==> src/rtl/xbs_pkg.sv <==
package xbs_pkg;
  typedef enum logic [1:0] {
    ST_IDLE = 2'd0,
    ST_INT  = 2'd1,
    ST_EXT  = 2'd2
  } seq_st_e;

  typedef struct packed {
    logic rd_n;
    logic we_n;
    logic wrl_n;
    logic wrh_n;
    logic lbe_n;
    logic ube_n;
    logic oe;
  } pin_set_t;

  localparam pin_set_t PINS_IDLE = '{rd_n: 1'b1, we_n: 1'b1, wrl_n: 1'b1,
                                     wrh_n: 1'b1, lbe_n: 1'b1, ube_n: 1'b1,
                                     oe: 1'b0};
endpackage

==> src/rtl/xbs_gap_track.sv <==
// Tracks the idle requirements left behind by the last external access and
// tells whether a proposed external access may start on this bus boundary.
module xbs_gap_track #(
  parameter int CSW = 3,
  parameter int TW  = 3
) (
  input  logic           clk,
  input  logic           rst,
  input  logic           tick,     // a non-external bus cycle just ended
  input  logic           load,     // an external access just ended
  input  logic [CSW-1:0] ld_cs,
  input  logic           ld_wr,
  input  logic           ld_wsz,   // finished access had zero programmed waits
  input  logic [TW-1:0]  ld_tdf,
  input  logic [CSW-1:0] q_cs,
  input  logic           q_wr,
  input  logic           q_early,
  output logic           blocked
);
  logic           csc_q, csc_d;
  logic           ta_q, ta_d;
  logic [TW-1:0]  fl_q, fl_d;
  logic [CSW-1:0] lcs_q, lcs_d;

  always_comb begin
    csc_d = csc_q;
    ta_d  = ta_q;
    fl_d  = fl_q;
    lcs_d = lcs_q;
    if (load) begin
      csc_d = ld_wsz;
      ta_d  = ld_wr;
      fl_d  = ld_wr ? '0 : ld_tdf;
      lcs_d = ld_cs;
    end else if (tick) begin
      csc_d = 1'b0;
      ta_d  = 1'b0;
      fl_d  = (fl_q != '0) ? fl_q - TW'(1) : '0;
    end
    // each rule is a countdown; waiting until all applicable ones hit zero
    // applies the largest of them
    blocked = (csc_d && (q_cs != lcs_d)) ||
              (ta_d && q_early && !q_wr) ||
              ((fl_d != '0) && (q_wr || (q_cs != lcs_d)));
  end

  always_ff @(posedge clk) begin
    if (rst) begin
      csc_q <= 1'b0;
      ta_q  <= 1'b0;
      fl_q  <= '0;
      lcs_q <= '0;
    end else begin
      csc_q <= csc_d;
      ta_q  <= ta_d;
      fl_q  <= fl_d;
      lcs_q <= lcs_d;
    end
  end
endmodule

==> src/rtl/xbs_strobe_gen.sv <==
// Decodes the pin levels for one fast-clock half from the sequencer state.
module xbs_strobe_gen
  import xbs_pkg::*;
(
  input  logic       act,
  input  logic       half2,
  input  logic       first,
  input  logic       last,
  input  logic       wr,
  input  logic       early,
  input  logic       bytewr,
  input  logic [1:0] be,
  output pin_set_t   pins
);
  logic lead, trail, rd_on, wstb;

  always_comb begin
    lead  = first && !half2;
    trail = last && !first && half2;
    rd_on = act && !wr && (early || !lead);
    wstb  = act && wr && !lead && !trail;
    pins.rd_n  = !rd_on;
    pins.we_n  = !(wstb && !bytewr);
    pins.wrl_n = !(wstb && bytewr && be[0]);
    pins.wrh_n = !(wstb && bytewr && be[1]);
    pins.lbe_n = !(act && !bytewr && be[0]);
    pins.ube_n = !(act && !bytewr && be[1]);
    pins.oe    = act && wr;
  end
endmodule

==> src/rtl/xbus_cycle_seq.sv <==
module xbus_cycle_seq
  import xbs_pkg::*;
#(
  parameter int NCS     = 8,
  parameter int MAX_WS  = 8,
  parameter int MAX_TDF = 7,
  localparam int CSW = (NCS > 1) ? $clog2(NCS) : 1,
  localparam int WSW = $clog2(MAX_WS + 1),
  localparam int TW  = $clog2(MAX_TDF + 1)
) (
  input  logic           clk,
  input  logic           rst,
  input  logic           req_valid,
  input  logic           req_ext,
  input  logic           req_wr,
  input  logic [CSW-1:0] req_cs,
  input  logic [1:0]     req_be,
  input  logic [WSW-1:0] req_ws,
  input  logic [TW-1:0]  req_tdf,
  input  logic           req_early,
  input  logic           req_bytewr,
  input  logic           ext_hold_n,
  output logic           done,
  output logic [NCS-1:0] cs_n,
  output logic           rd_n,
  output logic           we_n,
  output logic           wrl_n,
  output logic           wrh_n,
  output logic           lbe_n,
  output logic           ube_n,
  output logic           data_oe
);
  seq_st_e        st_q, st_d;
  logic           ph_q;
  logic           first_q, first_d, last_q, last_d;
  logic [WSW-1:0] w_q, w_d, ws_eff;
  logic [CSW-1:0] cs_q, cs_d;
  logic           wr_q, wr_d, early_q, early_d, bw_q, bw_d, wsz_q, wsz_d;
  logic [1:0]     be_q, be_d;
  logic [TW-1:0]  tdf_q, tdf_d;
  logic           fin, start_ext, start_int, gap_block;
  logic [WSW:0]   step;
  pin_set_t       pins_q, pins_d;
  logic [NCS-1:0] cs_n_q, cs_n_d;
  logic           done_q, done_d;

  // one bus-cycle step of the wait counter: {last, next count}
  function automatic logic [WSW:0] wstep(input logic [WSW-1:0] w, input logic hold_n);
    if (!hold_n)        return {1'b0, w};
    else if (w == '0)   return {1'b1, w};
    else                return {1'b0, w - WSW'(1)};
  endfunction

  assign ws_eff    = (req_ws > WSW'(MAX_WS)) ? WSW'(MAX_WS) : req_ws;
  assign fin       = ph_q && ((st_q != ST_EXT) || last_q);
  assign start_ext = fin && req_valid && req_ext && !gap_block;
  assign start_int = fin && req_valid && !req_ext;

  xbs_gap_track #(.CSW(CSW), .TW(TW)) u_gap (
    .clk     (clk),
    .rst     (rst),
    .tick    (fin && (st_q != ST_EXT)),
    .load    (fin && (st_q == ST_EXT)),
    .ld_cs   (cs_q),
    .ld_wr   (wr_q),
    .ld_wsz  (wsz_q),
    .ld_tdf  (tdf_q),
    .q_cs    (req_cs),
    .q_wr    (req_wr),
    .q_early (req_early),
    .blocked (gap_block)
  );

  always_comb begin
    st_d = st_q;  first_d = first_q;  last_d = last_q;  w_d = w_q;
    cs_d = cs_q;  wr_d = wr_q;  be_d = be_q;  early_d = early_q;
    bw_d = bw_q;  wsz_d = wsz_q;  tdf_d = tdf_q;
    step = '0;
    if (start_ext) begin
      st_d    = ST_EXT;
      cs_d    = req_cs;
      wr_d    = req_wr;
      be_d    = req_be;
      early_d = req_early;
      bw_d    = req_bytewr;
      wsz_d   = (ws_eff == '0);
      tdf_d   = req_tdf;
      first_d = 1'b1;
      step    = wstep(ws_eff, ext_hold_n);
      last_d  = step[WSW];
      w_d     = step[WSW-1:0];
    end else if (start_int) begin
      st_d = ST_INT;
    end else if (fin) begin
      st_d = ST_IDLE;
    end else if (ph_q && (st_q == ST_EXT)) begin
      first_d = 1'b0;
      step    = wstep(w_q, ext_hold_n);
      last_d  = step[WSW];
      w_d     = step[WSW-1:0];
    end
    done_d = !ph_q && ((st_d == ST_INT) || ((st_d == ST_EXT) && last_d));
  end

  xbs_strobe_gen u_strb (
    .act    (st_d == ST_EXT),
    .half2  (!ph_q),
    .first  (first_d),
    .last   (last_d),
    .wr     (wr_d),
    .early  (early_d),
    .bytewr (bw_d),
    .be     (be_d),
    .pins   (pins_d)
  );

  for (genvar g = 0; g < NCS; g++) begin : g_csel
    assign cs_n_d[g] = !((st_d == ST_EXT) && (cs_d == CSW'(g)));
  end

  always_ff @(posedge clk) begin
    if (rst) begin
      st_q   <= ST_IDLE;  ph_q <= 1'b0;  first_q <= 1'b0;  last_q <= 1'b0;
      w_q    <= '0;  cs_q <= '0;  wr_q <= 1'b0;  be_q <= '0;
      early_q <= 1'b0;  bw_q <= 1'b0;  wsz_q <= 1'b0;  tdf_q <= '0;
      pins_q <= PINS_IDLE;  cs_n_q <= '1;  done_q <= 1'b0;
    end else begin
      st_q   <= st_d;  ph_q <= !ph_q;  first_q <= first_d;  last_q <= last_d;
      w_q    <= w_d;  cs_q <= cs_d;  wr_q <= wr_d;  be_q <= be_d;
      early_q <= early_d;  bw_q <= bw_d;  wsz_q <= wsz_d;  tdf_q <= tdf_d;
      pins_q <= pins_d;  cs_n_q <= cs_n_d;  done_q <= done_d;
    end
  end

  assign done    = done_q;
  assign cs_n    = cs_n_q;
  assign rd_n    = pins_q.rd_n;
  assign we_n    = pins_q.we_n;
  assign wrl_n   = pins_q.wrl_n;
  assign wrh_n   = pins_q.wrh_n;
  assign lbe_n   = pins_q.lbe_n;
  assign ube_n   = pins_q.ube_n;
  assign data_oe = pins_q.oe;
endmodule

==> config.mk <==
export PLATFORM = sky130hd
export DESIGN_NAME = xbus_cycle_seq
export DESIGN_NICKNAME = d
export VERILOG_FILES = /design/src/rtl/xbs_pkg.sv /design/src/rtl/xbs_gap_track.sv /design/src/rtl/xbs_strobe_gen.sv /design/src/rtl/xbus_cycle_seq.sv
export SDC_FILE = /design/constraint.sdc
export NUM_CORES = 1
export LEC_CHECK = 0
export ABC_AREA = 1
export BUFFER_PORTS_ARGS = -buffer_cell sky130_fd_sc_hd__buf_2
export CORE_ASPECT_RATIO = 2
export CORE_MARGIN = 3
export CORE_UTILIZATION = 59
export CTS_CLUSTER_DIAMETER = 80
export CTS_CLUSTER_SIZE = 28
export DETAILED_ROUTE_END_ITERATION = 12
export GPL_TIMING_DRIVEN = 0
export PLACE_DENSITY = 0.83
export SYNTH_ARGS = -nofsm -noshare
export SYNTH_HDL_FRONTEND = slang
export SYNTH_SLANG_ARGS = --single-unit
==> constraint.sdc <==
create_clock -name clk -period 4.66 [get_ports clk]
set_input_delay 0.233 -clock clk [delete_from_list [all_inputs] [get_ports clk]]
set_output_delay 0.233 -clock clk [all_outputs]
set_load 0.005 [all_outputs]
==> results of run 1 <==
state kept, by name, indices dropped and copies added (netlist names), 2 cells and up:
name         flops
tdf_q            3
w_q              4
be_q             2
cs_q             3
u_gap.lcs_q      3
st_q             2
u_gap.fl_q       3
cs_n             8
worst paths after layout:
path / from / cells after the start / endpoint
max: last_q$_SDFF_PP0_ / 15 / we_n$_SDFF_PP1_
min: req_tdf[0] / 3 / tdf_q[0]$_SDFFE_PP0N_
max reg2reg: last_q$_SDFF_PP0_ / 15 / we_n$_SDFF_PP1_
min reg2reg: first_q$_SDFF_PP0_ / 2 / first_q$_SDFF_PP0_
cells by family (layout without fill, tap and decap cells):
group,after synthesis,after routing
and+or+nand+nor,151,151
xor gates and xnor gates,2,2
buffers and inverters,51,94
DFF,45,45
adders and majority gates,5,5
AOI/OAI and AO/OA,40,40
muxes,1,1
layout by cell type, fill, tap and decap left out, types with 3 or more instances in the layout:
master and instances:
inv_2 4, inv_1 39, nor2_2 3, clkbuf_8 5, a21oi_1 6, o21ai_0 18, o21ai_2 5, nand3_1 18
ha_1 5, dfxtp_1 45, nand4_1 10, nand2_2 4, nor2_1 48, buf_2 36, nand2_1 61, clkbuf_1 5
per-stage QoR:
step                utilization (%)  setup slack, ps  total power (W)  cell area [um^2]  instances
floorplan                         -             2800         0.000469              2120        295
global placement               69.0             2490         0.000494              2360        378
detailed placement             69.0             2470         0.000496              2360        378
CTS                            72.3             2450         0.000786              2470        386
global route                   72.3             2170         0.000814              2470        386
finish                         72.3             2440         0.000781              2470        386
power by group through the flow:
stage / sequential (W) / clock (W) / combinational [W]
2_1_floorplan: 0.000408 / 0 / 0.0000610
4_1_cts: 0.000400 / 0.000298 / 0.0000878
3_3_place_gp: 0.000408 / 0 / 0.0000853
5_1_grt: 0.000401 / 0.000312 / 0.000100
6_report: 0.000400 / 0.000293 / 0.0000881
3_5_place_dp: 0.000409 / 0 / 0.0000870
layout make-up:
cell class | instances | area [um^2] | area share [%]
multi-input cells | 199 | 1010 | 41.1
flip-flops and latches | 45 | 901 | 36.5
repair buffers | 35 | 175 | 7.10
inverters | 43 | 161 | 6.54
clock buffers | 6 | 72.6 | 2.94
well taps | 48 | 60.1 | 2.43
plain buffers | 8 | 46.3 | 1.88
clock inverters | 2 | 38.8 | 1.57
worst register-to-register path, cell delays in order, from the launching register on:
cell,delay (ps)
dfxtp_1,310
buf_2,220
nand4_4,230
nor2_4,190
nand2_1,90
nand3_1,90
nor2_1,50
nand2_1,80
nand2_1,80
nand2_2,100
buf_6,160
nand2_1,70
nand2_1,110
nand2_1,80
nor2_2,140
nand4_1,100
metal layers:
layer  track usage, %  vias to the layer above  wire length (um)
met1             22.7                      931              1690
met3             4.30                       14               200
li1                 -                     1025                 -
met4             12.1                        0               126
met2             45.3                       55              2640
met5                0                        -                 0
==> results.md, run 1 <==
- Root Driver: clkbuf_8
- Layout Nets: 362
- Slew @ Worst Pin: 593 ps
- Post-CTS sizing: 0
- RSZ-0062 raised after global routing: no
- Adder-cell share of the synthesized area: 2.95%
- DR WL/cell: 12.1 um
- Final Critical Period: 2220 ps
- Vias/cell: 5.25
- Register area share after synthesis: 42.5%
- Compound-Gate Fraction of Synth Area: 11.5%
- Yosys reg bits: 45
- First-pass GRT wire length: 8.16 mm
- Post-route clock period utilization: 47.7%
- Cell row count: 30
- Crit path top cell by count: nand2_1
- Yosys top cell area share: 42.5%
- Crit Path Category: reg2reg
- Setup_tns: 0 ps
- Slack of the worst reg-to-reg path: 2440 ps
- CTS Sinks: 45
- NetSw: 0.000195 W
- Gate power share: 11.3%
- CP startpoint kind: flop
- N_diodes: 0
- # DRC: 0
- Avg Inst Size Synth: 7.19 um^2
- Die height: 90.8 um
- PwrDens: 317 nW/um^2
- Share of power burned in registers: 51.2%
- CP Max Fanout: 10
- Largest family of logic cells by synthesized area: simple AND/OR/NAND/NOR gates
- Area leader, netlist: dfxtp_1
- Via Count: 2025
- Max Freq: 450 MHz
- YS warnings: 0
- CTS clock-pin slew for the worst setup and hold paths: 80 ps
- Sw frac: 24.9%
- Max cap viols: 0
- Mapped Cells: 295
- Crit path buf inv count: 2
- Hold crit path type: in2reg
- Die ar.: 4400 um^2
- Post-synthesis xor/xnor area fraction: 0.825%
- DP Wirelength: 3.53 mm
- Fill cell count: 306
- Async set-reset flop share out of synthesis: 0%
- First DRT Iteration DRCs: 32
- Final Skew: 5.53 ps
- Area growth syn-to-layout: 16.3%
- Simple-gate share of the synthesized area: 32.0%
- First-pass DRT Iterations: 4
- Status: complete, no violations
- Most common cell in the netlist: nand2_1
- Effective utilization at floorplan: 62.1%
- DRT antenna net count: 0
- P_int: 0.000587 W
- Syn nets: 320
- Peak VDD IR: 367 uV
- Slowest-stage cell, CP: dfxtp_1
- Final hold slack: 188 ps
- Req. time, crit path: 4830 ps
- Post-synthesis mux area share: 0.531%
- Grt ovf: 0
- Top-level port count: 36
- Largest net degree at the start of global routing: 15
- Max H-tree Level: 2
- Worst-Skew Late Latency: 300 ps
- Top post-synthesis cells by area: dfxtp_1, nand2_1, nor2_1
- Post-CTS setup buffers: 0
- Netlist cell types: 34
- Worst-path cell chain: buf_2 > nand4_4 > nor2_4 > nand2_1 > nand3_1 > nor2_1 > nand2_1 > nand2_1 > nand2_2 > buf_6 > nand2_1 > nand2_1 > nand2_1 > nor2_2 > nand4_1
- Number of global-route vias before repair: 1970
- Rel. slew slack: 60.5%
- Number of synthesized flops with an enable pin: 0
- Family with the most delay on the worst path: simple AND/OR/NAND/NOR gates
- Cts-stage hold buffer count: 0
- Total track usage: 23.5%
- Final setup fails: 0
- Crit path arrival time: 2390 ps
- Most frequent cells after synthesis: nand2_1, nor2_1, dfxtp_1
- Worst Setup End Kind: flop
- Leakage: 1.11 nW
- CTS buffer count: 5
- Initial antenna violation count: 0
- CTS tree: yes
- Final wirelength: 4.66 mm
- Largest stage delay, worst path: 310 ps
- Synth Cell Area: 2120 um^2
- Max Slew Vio Count: 0
- Die width: 48.4 um
- Most used DFF post-synth: dfxtp_1
- Clock power frac: 37.5%
- CTS Buffer Depth: 2
- Share of post-route cells with drive strength above 1: 20.4%
- Core ar.: 3420 um^2
- Final hold violations: 0
- Final RePlAce weighted congestion: 0.850
- # port buffers: 35
(Power assumes the default switching activity.)
==> inputs of run 2 (changes only) <==
- CORE_UTILIZATION: 59 -> 55
- PLACE_DENSITY: 0.83 -> 0.78
- clock period: 4.66 -> 2.05 ns (I/O delays scaled with it)
==> run 2 against run 1 <==
The run now ends with setup timing left. Critical path depth rose by 1. Power up 130%. Setup slack got worse by 2700 ps. Hold slack lost 140 ps. Clock power rose by 96%. Non-clock buffer count grew 22. Sequential cell count unchanged. Utilization grew 10 points.
==> results.md, run 2 (same netlist as run 1, synthesis figures left out) <==
- Cts-stage hold buffer count: 0
- Max layer used: met4
- Die height: 93.8 um
- Final hold violations: 0
- Rel. slew slack: 58.0%
- Final Critical Period: 2270 ps
- CTS Sinks: 45
- Die ar.: 4680 um^2
- Die width: 49.9 um
- CP Max Fanout: 5
- # DRC: 0
- DP Wirelength: 3.59 mm
- Final non-filler cell total: 410
- Final wirelength: 7.09 mm
- PwrDens: 593 nW/um^2
- RSZ-0062 raised after global routing: yes
- Via Count: 2339
- Share of power burned in registers: 50.7%
- Post-route clock period utilization: 111%
- Final Skew: 11.1 ps
- DR WL/cell: 17.3 um
- R2R cell count: 16
- P_int: 0.00126 W
- N_diodes: 0
- Worst-Skew Late Latency: 300 ps
- Top-level port count: 36
- Core ar.: 3680 um^2
- Placed inst area: 2360 um^2
- Sw frac: 30.2%
- Final setup fails: 32
- Post-route setup slack: -220 ps
- CTS Buffer Depth: 2
- Crit path top cell by count: nand2_4
- First-pass GRT wire length: 9.34 mm
- Max H-tree Level: 2
- Commonest non-fill, non-tap cells in the layout: nand2_1, dfxtp_1, buf_2
- Number of global-route vias before repair: 2161
- Met3 routed WL: 379 um
- First DRT Iteration DRCs: 108
- DRT met1 WL: 2.34 mm
- Share of post-route cells with drive strength above 1: 42.4%
- CTS buffer count: 5
- Crit Path Category: reg2reg
- Gate power share: 17.4%
- Total track usage: 26.2%
- CTS clock-pin slew for the worst setup and hold paths: 90 ps
- Worst-path cell chain: inv_6 > nand2_4 > nand2_4 > inv_4 > nor2_4 > buf_4 > inv_1 > o22ai_2 > a21oi_4 > nand2_4 > buf_8 > nand2_1 > o21ai_4 > inv_2 > nor2_2 > nand2_1
- Crit path arrival time: 2470 ps
- Max Slew Vio Count: 0
- Slew @ Worst Pin: 629 ps
- Reg-to-reg critical path startpoint: st_q[0]$_SDFF_PP0_
- First-pass DRT Iterations: 5
- Layout Nets: 385
- Leakage: 1.30 nW
- Hold crit path type: in2reg
- Req. time, crit path: 2250 ps
- CP startpoint kind: flop
- Root Driver: clkbuf_8
- Slowest-stage cell, CP: dfxtp_4
- Crit path from: st_q[0]$_SDFF_PP0_
- DRT antenna net count: 0
- Max cap viols: 0
- Final RePlAce weighted congestion: 0.823
- Slack of the worst reg-to-reg path: -220 ps
- NetSw: 0.000544 W
- Cell row count: 31
- Design area: 3040 um^2
- Initial antenna violation count: 0
- # port buffers: 35
- Clock power frac: 31.9%
- Grt ovf: 0
- CP endpoint: cs_n[0]$_SDFF_PP1_
- Most common cell after layout, fill and taps aside: nand2_1
- Violated checks: setup timing
- CTS tree: yes
- Met2 WL post-DR: 3.88 mm
- Status: finished with violations
- Area growth syn-to-layout: 43.3%
- Vias/cell: 5.70
- Max reg flops: 8
- R2r endpoint: cs_n[0]$_SDFF_PP1_
- Max Freq: 440 MHz
- Effective utilization at floorplan: 57.6%
- Largest net degree at the start of global routing: 16
- Post-Place Cells: 379
- Peak VDD IR: 540 uV
- Worst Setup End Kind: flop
- Largest stage delay, worst path: 390 ps
-- run 2: worst min-delay path by stage --
stage / start / end / slack, ps / cells past startpoint
detailed placement: req_tdf[2] / tdf_q[2]$_SDFFE_PP0N_ / 360 / 3
floorplan: req_cs[1] / cs_q[1]$_SDFF_PP0_ / 260 / 2
global placement: req_tdf[0] / tdf_q[0]$_SDFFE_PP0N_ / 350 / 3
global route: req_tdf[0] / tdf_q[0]$_SDFFE_PP0N_ / 80 / 3
CTS: req_tdf[2] / tdf_q[2]$_SDFFE_PP0N_ / 50 / 3
finish: req_tdf[0] / tdf_q[0]$_SDFFE_PP0N_ / 50 / 3
-- run 2: final cells by class --
| class | count | area, um^2 |
|---|---|---|
| Sequential cell | 45 | 918 |
| Fill cell | 212 | 644 |
| Inverter | 43 | 175 |
| Timing Repair Buffer | 57 | 383 |
| Clock inverter | 3 | 21.3 |
| Multi-Input combinational cell | 200 | 1340 |
| Buffer | 8 | 68.8 |
| Clock buffer | 5 | 68.8 |
| Tap cell | 49 | 61.3 |
-- run 2: power groups by stage --
| stage | Clock, W | Combinational, W | Sequential (W) |
|---|---|---|---|
| 2_1_floorplan | 0 | 0.000139 | 0.000927 |
| 3_3_place_gp | 0 | 0.000195 | 0.000929 |
| 3_5_place_dp | 0 | 0.000198 | 0.000930 |
| 4_1_cts | 0.000572 | 0.000241 | 0.000910 |
| 5_1_grt | 0.000603 | 0.000336 | 0.000916 |
| 6_report | 0.000574 | 0.000313 | 0.000915 |
-- run 2: per-layer routing --
layer	vias to the layer above	GRT usage [%]
li1	1078	-
met1	1086	24.5
met2	129	50.7
met3	46	3.97
met4	0	16.2
met5	-	0
-- run 2: worst max-delay path, delay by kind of cell, from the launching register on --
kind / cells / cell delay, ps
AND/OR/NAND/NOR: 7 / 760
flip-flops: 1 / 390
buffers and inverters: 6 / 580
AO/OA/AOI/OAI: 3 / 430
-- run 2: timing repair --
item / CTS / global route
gates resized for setup: 49 / 66
buffers inserted: 11 / 10
cloned: 2 / 0
pin swaps: 21 / 36
setup endpoints to repair: 24 / 33
-- run 2: per-stage QoR --
step / setup WS, ps / TNS [ps] / util, % / power, W / hold WS, ps
finish: -220 / -4390 / 82.5 / 0.00180 / 49.7
CTS: -9.53 / -9.53 / 74.3 / 0.00172 / 49.5
global placement: -126 / -1540 / 64.0 / 0.00112 / 354
floorplan: 186 / 0 / - / 0.00107 / 264
global route: -264 / -6170 / 82.5 / 0.00186 / 81.4
detailed placement: -191 / -2450 / 64.0 / 0.00113 / 364
